`src/rtl/fdcseq_pkg.sv`:
```
package fdcseq_pkg;
  localparam int CMD_MAX = 9;
  localparam int RES_MAX = 7;

  localparam logic [2:0] ADDR_CTRL = 3'd2;
  localparam logic [2:0] ADDR_STAT = 3'd4;
  localparam logic [2:0] ADDR_FIFO = 3'd5;
  localparam int         CTRL_DMA  = 3;

  localparam logic [7:0] OP_SENSE  = 8'h08;
  localparam logic [7:0] OP_SEEK   = 8'h0F;
  localparam logic [7:0] OP_RDID   = 8'h0A;
  localparam logic [7:0] OP_READ   = 8'hE6;
  localparam logic [7:0] OP_VERIFY = 8'h16;

  typedef enum logic [1:0] {PH_CMD, PH_EXEC, PH_XFER, PH_RES} phase_t;
  typedef enum logic [2:0] {K_SENSE, K_SEEK, K_RDID, K_READ, K_VERIFY, K_BAD} kind_t;

  function automatic kind_t op_kind(input logic [7:0] op);
    case (op)
      OP_SENSE:  return K_SENSE;
      OP_SEEK:   return K_SEEK;
      OP_RDID:   return K_RDID;
      OP_READ:   return K_READ;
      OP_VERIFY: return K_VERIFY;
      default:   return K_BAD;
    endcase
  endfunction

  function automatic int cmd_len(input kind_t k);
    case (k)
      K_SEEK:            return 3;
      K_RDID:            return 2;
      K_READ, K_VERIFY:  return CMD_MAX;
      default:           return 1;
    endcase
  endfunction
endpackage

```
`src/rtl/fdcseq_cmdbuf.sv`:
```
module fdcseq_cmdbuf #(
  parameter int DEPTH = 9,
  parameter int IDXW  = 4
) (
  input  logic                  clk,
  input  logic                  rst_n,
  input  logic                  push,
  input  logic [IDXW-1:0]       idx,
  input  logic [7:0]            din,
  output logic [DEPTH-1:0][7:0] bytes
);
  for (genvar i = 0; i < DEPTH; i++) begin : g_slot
    always_ff @(posedge clk or negedge rst_n) begin
      if (!rst_n)                            bytes[i] <= 8'h00;
      else if (push && idx == IDXW'(i))      bytes[i] <= din;
    end
  end

  AST_IDX_IN_RANGE: assert property (@(posedge clk) disable iff (!rst_n) push |-> (int'(idx) < DEPTH));
endmodule

```
`src/rtl/fdcseq_stub.sv`:
```
module fdcseq_stub #(
  parameter int SECT_BYTES = 512,
  parameter int CNT_W      = 18
) (
  input  logic       clk,
  input  logic       rst_n,
  input  logic       load,
  input  logic [7:0] first_sec,
  input  logic [7:0] last_sec,
  input  logic       pop,
  output logic [7:0] data,
  output logic       last
);
  logic [CNT_W-1:0] remain;
  logic [7:0]       pos;
  logic [8:0]       nsec;
  logic [CNT_W-1:0] total;

  always_comb begin
    nsec  = (last_sec >= first_sec) ? ({1'b0, last_sec} - {1'b0, first_sec} + 9'd1) : 9'd1;
    total = CNT_W'(nsec) * CNT_W'(SECT_BYTES);
  end

  always_ff @(posedge clk or negedge rst_n) begin
    if (!rst_n) begin
      remain <= '0;
      pos    <= 8'h00;
    end else if (load) begin
      remain <= total;
      pos    <= 8'h00;
    end else if (pop && remain != '0) begin
      remain <= remain - 1'b1;
      pos    <= pos + 8'd1;
    end
  end

  assign data = pos;
  assign last = (remain == CNT_W'(1));

  AST_STUB_NO_UNDERRUN: assert property (@(posedge clk) disable iff (!rst_n) pop |-> (remain != '0));
  AST_STUB_LOAD_NONZERO: assert property (@(posedge clk) disable iff (!rst_n) load |=> (remain != '0));
endmodule

```
`src/rtl/fdcseq_result.sv`:
```
module fdcseq_result
  import fdcseq_pkg::*;
#(
  parameter int IDXW = 4
) (
  input  kind_t           kind,
  input  logic [IDXW-1:0] idx,
  input  logic [7:0]      sel_byte,
  input  logic [7:0]      cyl,
  input  logic [7:0]      head,
  input  logic [7:0]      end_sec,
  input  logic [7:0]      size_code,
  input  logic [7:0]      pcn,
  input  logic [7:0]      sense_st0,
  output logic [7:0]      res_byte
);
  logic [7:0] st0;
  assign st0 = {5'b00000, sel_byte[2:0]};

  always_comb begin
    res_byte = 8'h00;
    case (kind)
      K_SENSE: res_byte = (idx == '0) ? sense_st0 : pcn;
      K_BAD:   res_byte = 8'h80;
      K_RDID: begin
        case (int'(idx))
          0: res_byte = st0;
          3: res_byte = pcn;
          4: res_byte = {7'b0, sel_byte[2]};
          5: res_byte = 8'h01;
          6: res_byte = 8'h02;
          default: res_byte = 8'h00;
        endcase
      end
      default: begin
        case (int'(idx))
          0: res_byte = st0;
          3: res_byte = cyl;
          4: res_byte = head;
          5: res_byte = end_sec;
          6: res_byte = size_code;
          default: res_byte = 8'h00;
        endcase
      end
    endcase
  end
endmodule

```
`src/rtl/fdc_cmd_seq.sv`:
```
module fdc_cmd_seq
  import fdcseq_pkg::*;
#(
  parameter int EXEC_CYCLES = 8,
  parameter int SECT_BYTES  = 512
) (
  input  logic       clk,
  input  logic       rst_n,
  input  logic [2:0] host_addr,
  input  logic       host_wr,
  input  logic       host_rd,
  input  logic [7:0] host_wdata,
  output logic [7:0] host_rdata,
  output logic       irq
);
  localparam int EXW   = (EXEC_CYCLES > 1) ? $clog2(EXEC_CYCLES) : 1;
  localparam int IDXW  = $clog2(CMD_MAX + 1);
  localparam int CNT_W = $clog2(256 * SECT_BYTES + 1);

  phase_t                 phase;
  kind_t                  kind, new_kind;
  logic [IDXW-1:0]        cnt, res_len;
  logic [EXW-1:0]         exec_cnt;
  logic [7:0]             ctrl, pcn, sense_st0, status, res_byte, stub_data;
  logic                   seek_pend, res_irq, stub_last, stub_load, stub_pop;
  logic [1:0]             seek_drv;
  logic [CMD_MAX-1:0][7:0] cmdb;
  logic                   wr_fifo, rd_fifo, cmd_ok, cmd_done, res_pop;
  logic                   unused_cmd;

  assign wr_fifo   = host_wr && host_addr == ADDR_FIFO;
  assign rd_fifo   = host_rd && host_addr == ADDR_FIFO;
  assign cmd_ok    = wr_fifo && phase == PH_CMD;
  assign new_kind  = (cnt == '0) ? op_kind(host_wdata) : kind;
  assign cmd_done  = cmd_ok && (int'(cnt) + 1 == cmd_len(new_kind));
  assign res_pop   = rd_fifo && phase == PH_RES;
  assign stub_pop  = rd_fifo && phase == PH_XFER;
  assign stub_load = phase == PH_EXEC && exec_cnt == '0 && kind == K_READ && !ctrl[CTRL_DMA];
  assign unused_cmd = ^{cmdb[0], cmdb[7], cmdb[8]};

  fdcseq_cmdbuf #(.DEPTH(CMD_MAX), .IDXW(IDXW)) i_cmdbuf (
    .clk(clk), .rst_n(rst_n), .push(cmd_ok), .idx(cnt), .din(host_wdata), .bytes(cmdb)
  );

  fdcseq_stub #(.SECT_BYTES(SECT_BYTES), .CNT_W(CNT_W)) i_stub (
    .clk(clk), .rst_n(rst_n), .load(stub_load), .first_sec(cmdb[4]), .last_sec(cmdb[6]),
    .pop(stub_pop), .data(stub_data), .last(stub_last)
  );

  fdcseq_result #(.IDXW(IDXW)) i_result (
    .kind(kind), .idx(cnt), .sel_byte(cmdb[1]), .cyl(cmdb[2]), .head(cmdb[3]),
    .end_sec(cmdb[6]), .size_code(cmdb[5]), .pcn(pcn), .sense_st0(sense_st0),
    .res_byte(res_byte)
  );

  always_ff @(posedge clk or negedge rst_n) begin
    if (!rst_n) begin
      phase     <= PH_CMD;
      kind      <= K_BAD;
      cnt       <= '0;
      res_len   <= '0;
      exec_cnt  <= '0;
      pcn       <= 8'h00;
      sense_st0 <= 8'h80;
      seek_pend <= 1'b0;
      seek_drv  <= 2'b00;
      res_irq   <= 1'b0;
    end else begin
      case (phase)
        PH_CMD: if (cmd_ok) begin
          if (cnt == '0) kind <= new_kind;
          if (cmd_done) begin
            cnt <= '0;
            case (new_kind)
              K_SENSE: begin
                phase     <= PH_RES;
                res_len   <= seek_pend ? IDXW'(2) : IDXW'(1);
                sense_st0 <= seek_pend ? {6'b001000, seek_drv} : 8'h80;
                seek_pend <= 1'b0;
              end
              K_BAD: begin
                phase   <= PH_RES;
                res_len <= IDXW'(1);
              end
              default: begin
                phase    <= PH_EXEC;
                exec_cnt <= EXW'(EXEC_CYCLES - 1);
              end
            endcase
          end else begin
            cnt <= cnt + 1'b1;
          end
        end
        PH_EXEC: begin
          if (exec_cnt != '0) begin
            exec_cnt <= exec_cnt - 1'b1;
          end else if (kind == K_SEEK) begin
            pcn       <= cmdb[2];
            seek_pend <= 1'b1;
            seek_drv  <= cmdb[1][1:0];
            phase     <= PH_CMD;
          end else if (kind == K_READ && !ctrl[CTRL_DMA]) begin
            phase <= PH_XFER;
          end else begin
            phase   <= PH_RES;
            res_len <= IDXW'(RES_MAX);
            res_irq <= 1'b1;
          end
        end
        PH_XFER: if (stub_pop && stub_last) begin
          phase   <= PH_RES;
          res_len <= IDXW'(RES_MAX);
          res_irq <= 1'b1;
        end
        default: if (res_pop) begin
          if (cnt == res_len - 1'b1) begin
            phase   <= PH_CMD;
            cnt     <= '0;
            res_irq <= 1'b0;
          end else begin
            cnt <= cnt + 1'b1;
          end
        end
      endcase
    end
  end

  always_ff @(posedge clk or negedge rst_n) begin
    if (!rst_n)                                  ctrl <= 8'h08;
    else if (host_wr && host_addr == ADDR_CTRL)  ctrl <= host_wdata;
  end

  always_comb begin
    case (phase)
      PH_CMD:  status = {1'b1, 1'b0, 1'b0, cnt != '0, 4'h0};
      PH_EXEC: status = 8'h10;
      PH_XFER: status = 8'hF0;
      default: status = 8'hD0;
    endcase
  end

  always_comb begin
    case (host_addr)
      ADDR_CTRL: host_rdata = ctrl;
      ADDR_STAT: host_rdata = status;
      ADDR_FIFO: host_rdata = (phase == PH_RES) ? res_byte :
                              (phase == PH_XFER) ? stub_data : 8'h00;
      default:   host_rdata = 8'h00;
    endcase
  end

  assign irq = res_irq | seek_pend;

  AST_RES_IGNORES_WR: assert property (@(posedge clk) disable iff (!rst_n) (wr_fifo && !host_rd && phase == PH_RES) |=> (phase == PH_RES && $stable(cnt)));
  AST_IRQ_QUIET_CMD: assert property (@(posedge clk) disable iff (!rst_n) (phase == PH_CMD) |-> !res_irq);
  AST_IRQ_ON_RESULTS: assert property (@(posedge clk) disable iff (!rst_n) (phase == PH_RES && $past(phase) != PH_RES && kind inside {K_RDID, K_READ, K_VERIFY}) |-> irq);
  AST_LAST_POP_IDLE: assert property (@(posedge clk) disable iff (!rst_n) (res_pop && cnt == res_len - 1'b1) |=> (host_addr != ADDR_STAT || host_rdata == 8'h80));
  AST_SEEK_NO_RESULT: assert property (@(posedge clk) disable iff (!rst_n) (phase == PH_EXEC && kind == K_SEEK && exec_cnt == '0) |=> (phase == PH_CMD && irq));
  AST_SENSE_CLEARS: assert property (@(posedge clk) disable iff (!rst_n) (cmd_done && new_kind == K_SENSE) |=> !seek_pend);
  AST_XFER_NOT_DMA: assert property (@(posedge clk) disable iff (!rst_n) stub_load |=> (phase == PH_XFER));
endmodule

```
`config.mk`:
```
export PLATFORM = sky130hd
export DESIGN_NAME = fdc_cmd_seq
export DESIGN_NICKNAME = d
export VERILOG_FILES = /design/src/rtl/fdcseq_pkg.sv /design/src/rtl/fdcseq_cmdbuf.sv /design/src/rtl/fdcseq_stub.sv /design/src/rtl/fdcseq_result.sv /design/src/rtl/fdc_cmd_seq.sv
export SDC_FILE = /design/constraint.sdc
export NUM_CORES = 1
export LEC_CHECK = 0
export BUFFER_PORTS_ARGS = -buffer_cell sky130_fd_sc_hd__buf_2
export CORE_MARGIN = 10
export CORE_UTILIZATION = 50
export DETAILED_ROUTE_END_ITERATION = 8
export PLACE_DENSITY = 0.71
export SETUP_SLACK_MARGIN = 0.02
export SLEW_MARGIN = 10
export SYNTH_ARGS = -nofsm -noshare
export SYNTH_HDL_FRONTEND = slang
export SYNTH_SLANG_ARGS = --single-unit
```
`constraint.sdc`:
```
create_clock -name clk -period 6.3 [get_ports clk]
set_input_delay 0.315 -clock clk [delete_from_list [all_inputs] [get_ports clk]]
set_output_delay 0.315 -clock clk [all_outputs]
set_load 0.05 [all_outputs]
```
==> impl_metrics.ini, run 1 <==
[status]
status = completed

[layout]
diodes = 0
fin_nets = 735
area_growth_pct = 7.396
final_cell_mix = dfrtp_1, nand2_1, mux2_2
final_common_cell = dfrtp_1
fill_cells = 1170
final_layout_size_suffix_gt1_share_pct = 17.88
utilization_pct = 54.69

[routing]
wirelength_mm = 16.41
route.detailed.drc = 0
drt_first_pass_iters = 5
ant_nets = 0
drt_iter0_drc = 392
post_drt_wl_per_cell_um = 19.00
vias = 5250
vias_per_cell = 6.076

[setup_path]
cpPeakStageDelay_ps = 570
arrival_ps = 3500
path_buf_inv = 1
crit_chain = ha_1, nand2b_1, nor2_1, a21oi_1, nor3_1, a22o_1, a2111oi_0, o31ai_1, buf_2
critical_path.max_fanout = 11
cp.required_ps = 5980
critPathLaunchType = register
crit_slowest_cell = nor2_1
critical_path_class = register to output port
critPathCaptureType = output port
cp_top_family = simple AND/OR/NAND/NOR gates

[synthesis]
netlist_instances = 682
synth_seq_cells = 108
synthFlopType = dfrtp_1
synthArstFlopShare_pct = 100.0
seq_area_frac_synth_pct = 40.31
ys_types = 81
yosysWarnings = 0
synth_area_leader_cell = dfrtp_1
synth_top_area_share_pct = 38.75
synth_nets = 733
syn-cell-area_sq_um = 6716
avgSynthCellArea_sq_um = 9.848
synth_edf_count = 0
netlist_top_cells_area = dfrtp_1, mux2_2, ha_1

[place]
dp_hpwl_mm = 12.25
gp_congestion = 0.8952
preCtsSetupSlack_ps = 2926
io_buffers = 23

[floorplanning]
io_pins = 24
fp.dieW_um = 135.9
dieArea_sq_um = 18470
die_height_um = 135.9
fp-row-count = 42
initial_core_util_pct = 50.92
coreArea_sq_um = 13190

[grt]
grt_max_degree = 58
grt-ovfl-total = 0
antenna_found_initial = 0
grt_pass1_wl_mm = 27.08
grt_pass1_vias = 5129
grt_usage_pct = 18.34

[pwr]
powerDensity_nw_per_um2 = 449.8
vdd_ir_drop_max_mv = 0.1997
leakage_nw = 3.270

[cts]
clockBufferDepth = 2
htreeDepth = 3
cts.sinks = 108
numCtsBuffers = 9
clkLatencyLatePin_ps = 360
holdBufCountCts = 0
path_clk_slew_ps = 70
cts_tree = yes
post_cts_buffers = 0
clock-root-buffer = clkbuf_16
cts_resized = 0

[timing]
slew_violations = 0
max_freq_ghz = 0.2624
finalSetupViolCount = 0
tightest_slew_ps = 1227
fin_crit_ps = 3810
slew_headroom_pct = 18.02
setup_tns_ps = 0
rsz0062_at_grt = false
worst_slack_ps = 2490
finClkSkew_ps = 7.150
min_period_over_period_pct = 60.48
finalHoldViolations = 0

[min_path]
hold_path.class = input pin to async pin

[flow_run]
max_cap_viol_count = 0
layout make-up:
type,instances,area (sq um),share of cell area [%]
clock buffer,9,225.2,3.122
sequential,108,2708,37.54
clock inverter,6,51.30,0.7112
timing repair buffer,26,140.1,1.943
inverter,41,153.9,2.134
tap,176,220.2,3.053
multi-input combinational,498,3715,51.50
synth_stat cells, types with 3 or more instances:
cell,count
a211oi_1,5
a21o_1,4
a21oi_1,28
a221oi_1,7
a22o_1,7
a22oi_1,8
a31o_2,4
a31oi_1,9
and2_1,11
and3_1,11
buf_2,6
clkbuf_1,28
dfrtp_1,104
dfstp_2,4
fa_1,4
ha_1,32
inv_1,41
mux2_1,4
mux2_2,51
mux2i_1,4
nand2_1,53
nand2b_1,4
nand3_1,13
nand3b_1,3
nand4_1,7
nor2_1,49
nor2b_1,7
nor3_1,12
nor3b_1,4
nor4_1,4
o211ai_1,4
o21ai_0,36
o21ai_1,3
o22a_1,3
o22ai_1,7
o2bb2a_1,3
o31ai_1,3
or2_2,4
or3_1,8
xnor2_1,11
xor2_1,16
layer usage:
layer  vias to the layer above  track usage (%)  part of all wire, %
met4                         0            6.805                  1.9
met3                        22            4.465                  7.0
li1                       2472                -                    -
met5                         -                0                    0
met1                      2607            24.77                   46
met2                       149            27.89                   45
where the power goes:
group | total (mW) | switching [mW] | internal (mW) | leakage [nW]
clock network | 0.545 | 0.274 | 0.270 | 0.126
registers | 1.07 | 0.186 | 0.884 | 1.40
logic | 1.63 | 0.971 | 0.658 | 1.74
total | 3.24 | 1.43 | 1.81 | 3.27
metrics by stage:
step	hold slack [ps]	instances	cell area, sq um	power, mW
after floorplan	19.41	682	6716	2.285
after global placement	414.0	849	6937	2.638
after detailed placement	422.4	849	6937	2.689
after CTS	38.18	864	7213	3.242
after global routing	77.96	864	7213	3.520
final	11.81	864	7213	3.245
flip-flops by register name (all words and copies together), names as in the netlist, 2 cells and up:
register        count
i_stub.remain      18
cnt                 4
pcn                 8
i_cmdbuf.bytes     43
ctrl                8
seek_drv            2
i_stub.data         8
exec_cnt            3
res_len             3
kind                3
phase               2
sense_st0           4
final timing paths:
kind | start | endpoint | slack, ps | depth (start not counted)
max in group asynchronous | rst_n | i_cmdbuf.bytes[50] | 5120 | 2
min | rst_n | i_stub.remain[5] | 10 | 1
min reg2reg | res_len[0] | res_len[0] | 500 | 1
max | cnt[0] | host_rdata[1] | 2490 | 9
max reg2reg | i_stub.remain[2] | i_stub.remain[16] | 2910 | 8
min in group clk | host_wdata[0] | i_cmdbuf.bytes[48] | 340 | 3
cell families (layout without fill, tap and decap cells):
logic type / Yosys count / in the layout / synth area share (%)
AO/OA/AOI/OAI: 164 / 164 / 17.44
XOR/XNOR: 27 / 27 / 3.521
adder cells (fa/ha/maj): 36 / 36 / 7.153
buffers and inverters: 76 / 82 / 4.471
flip-flops: 108 / 108 / 40.31
multiplexers: 61 / 61 / 10.26
AND/OR/NAND/NOR: 210 / 210 / 16.84
Power figures use the tool's default switching activity.
==> run 2, diff against run 1 <==
PLACE_DENSITY = 0.73   (was 0.71)
clock period = 3.2 ns   (was 6.3 ns; I/O delays follow)
==> run 2 against run 1 <==
Net effect:
- first-iteration DRC count down 20%
- worst setup slack worse by 2400 ps
- worst hold slack better by 160 ps
- total power up 100%
- sequential share of layout area down 1.2 points
- clock skew up 4.9 ps
- global-route usage up 0.57 points
- non-clock buffer count up 19
- die area unchanged
- via count up 3.8%
- critical path type unchanged
==> impl_metrics.ini, run 2 (synthesis results as in run 1) <==
[routing]
route.detailed.drc = 0
wirelength_mm = 16.96
drt_iter0_drc = 314
ant_nets = 0
vias = 5451
drt_first_pass_iters = 6
post_drt_wl_per_cell_um = 19.18
vias_per_cell = 6.166

[setup_path]
timing.rr.end = res_len[0]
cpMostUsedCell = buf_6
crit_slowest_cell = or4_4
cpPeakStageDelay_ps = 550
critPathCaptureType = output port
critical_path.max_fanout = 8
r2r-start = cnt[0]
cp.required_ps = 3040
critical_path_class = register to output port
critPathLaunchType = register
crit_chain = buf_6, ha_1, nor3b_1, or4_4, and3_4, a22o_1, a2111oi_4, buf_4, o31ai_2, buf_6
arrival_ps = 2910
r2r_slack_ps = 200
rr_worst_depth = 11

[place]
dp_hpwl_mm = 12.47
io_buffers = 23
gp_congestion = 0.9309

[cts]
cts_tree = yes
htreeDepth = 3
numCtsBuffers = 9
clkLatencyLatePin_ps = 360
cts.sinks = 108
clock-root-buffer = clkbuf_16
clockBufferDepth = 2
path_clk_slew_ps = 80

[timing]
rsz0062_at_grt = false
max_freq_ghz = 0.3260
finalSetupViolCount = 0
slew_headroom_pct = 46.65
setup_tns_ps = 0
fin_crit_ps = 3068
tightest_slew_ps = 789.1
finalHoldViolations = 0
slew_violations = 0
min_period_over_period_pct = 95.87
finClkSkew_ps = 12.02

[layout]
area_growth_pct = 11.07
final_cell_mix = dfrtp_1, nand2_1, mux2_2
final_common_cell = dfrtp_1
diodes = 0
fill_cells = 1167
final_layout_size_suffix_gt1_share_pct = 21.61
largest_reg_flops = 43
fin_nets = 754
largest-register = i_cmdbuf.bytes
top_regs = i_cmdbuf.bytes x43, i_stub.remain x18

[floorplanning]
dieArea_sq_um = 18470
io_pins = 24
die_height_um = 135.9
coreArea_sq_um = 13190
fp-row-count = 42
fp.dieW_um = 135.9
initial_core_util_pct = 50.92

[grt]
antenna_found_initial = 0
grt_max_degree = 57
grt_pass1_vias = 5441
grt_pass1_wl_mm = 28.24
grt-ovfl-total = 0
grt_usage_pct = 18.91

[min_path]
hold_path.class = input pin to register
holdPathStages = 3
holdCritStartpoint = host_wdata[3]
holdPathEnd = i_cmdbuf.bytes[51]

[pwr]
switching_power_mw = 2.897
powerDensity_nw_per_um2 = 882.0
p_int_mw = 3.682
power.total_mw = 6.579
p_seq_share_pct = 31.5
switching_share_pct = 44.04
pwr-share-clk_pct = 16.8
leakage_nw = 3.386
combPwrFrac_pct = 51.7
vdd_ir_drop_max_mv = 0.3721

[flow_run]
max_cap_viol_count = 0

[status]
status = completed
-- run 2: changes by cell type in the layout (fill, tap and decap cells not counted), moves of 2 or more --
cell	before	now
buf_2	22	20
buf_4	4	20
buf_6	0	3
o31ai_1	3	1
o31ai_2	1	3
-- run 2: what timing repair did --
action | CTS | global route
setup endpoints to repair | 2 | 6
pin swaps | 0 | 0
endpoints found under the hold margin | 52 | 0
resized for setup | 4 | 13
setup buffers | 0 | 1
hold buffers | 1 | 0
-- run 2: worst max-delay path by stage --
| stage | start | endpoint | slack (ps) | cells after the start |
|---|---|---|---|---|
| floorplan | cnt[0] | host_rdata[1] | 150 | 11 |
| global placement | i_cmdbuf.bytes[49] | i_stub.remain[16] | 300 | 12 |
| detailed placement | cnt[0] | host_rdata[1] | 210 | 10 |
| CTS | cnt[0] | host_rdata[1] | 20 | 10 |
| global route | i_cmdbuf.bytes[49] | i_stub.remain[16] | 30 | 12 |
| finish | cnt[0] | host_rdata[1] | 130 | 10 |
-- run 2: power by group through the flow --
stage	combinational [mW]	sequential, mW	clock [mW]
floorplan	2.52	1.98	0
global placement	3.22	2.06	0
detailed placement	3.31	2.09	0
CTS	3.35	2.07	1.11
global route	3.80	2.13	1.16
finish	3.40	2.07	1.10
-- run 2: critical path, delay by kind of cell (launching register included) --
family	cells	cell delay (ps)
flops	1	390
simple gates	3	920
buf+inv	3	480
compound gates	3	570
fa+ha+maj	1	200
-- run 2: area by class of cell --
class,instances,area [sq um],area share (%)
multi-input cells,498,3780,50.67
repair buffers,45,314.1,4.210
well taps,176,220.2,2.952
clock inverters,6,55.05,0.7380
inverters,41,153.9,2.063
flip-flops and latches,108,2708,36.30
clock buffers,10,229.0,3.069
-- run 2: metal layers --
metal / track usage (%) / part of all wire, %
met3: 3.469 / 6.5
met1: 25.95 / 45
met4: 6.805 / 1.7
met5: 0 / 0
met2: 29.18 / 47
-- run 2: metrics by stage --
stage | utilization, % | std cells | worst slack, ps | hold WS, ps | instance area [sq um]
floorplan | - | 682 | 150.4 | -135.6 | 6734
global placement | 53.78 | 866 | 302.3 | 241.1 | 7094
detailed placement | 53.78 | 866 | 208.7 | 249.8 | 7094
CTS | 56.12 | 883 | 19.59 | 161.6 | 7402
global route | 56.55 | 884 | 28.12 | 180.4 | 7460
finish | 56.55 | 884 | 132.3 | 174.4 | 7460
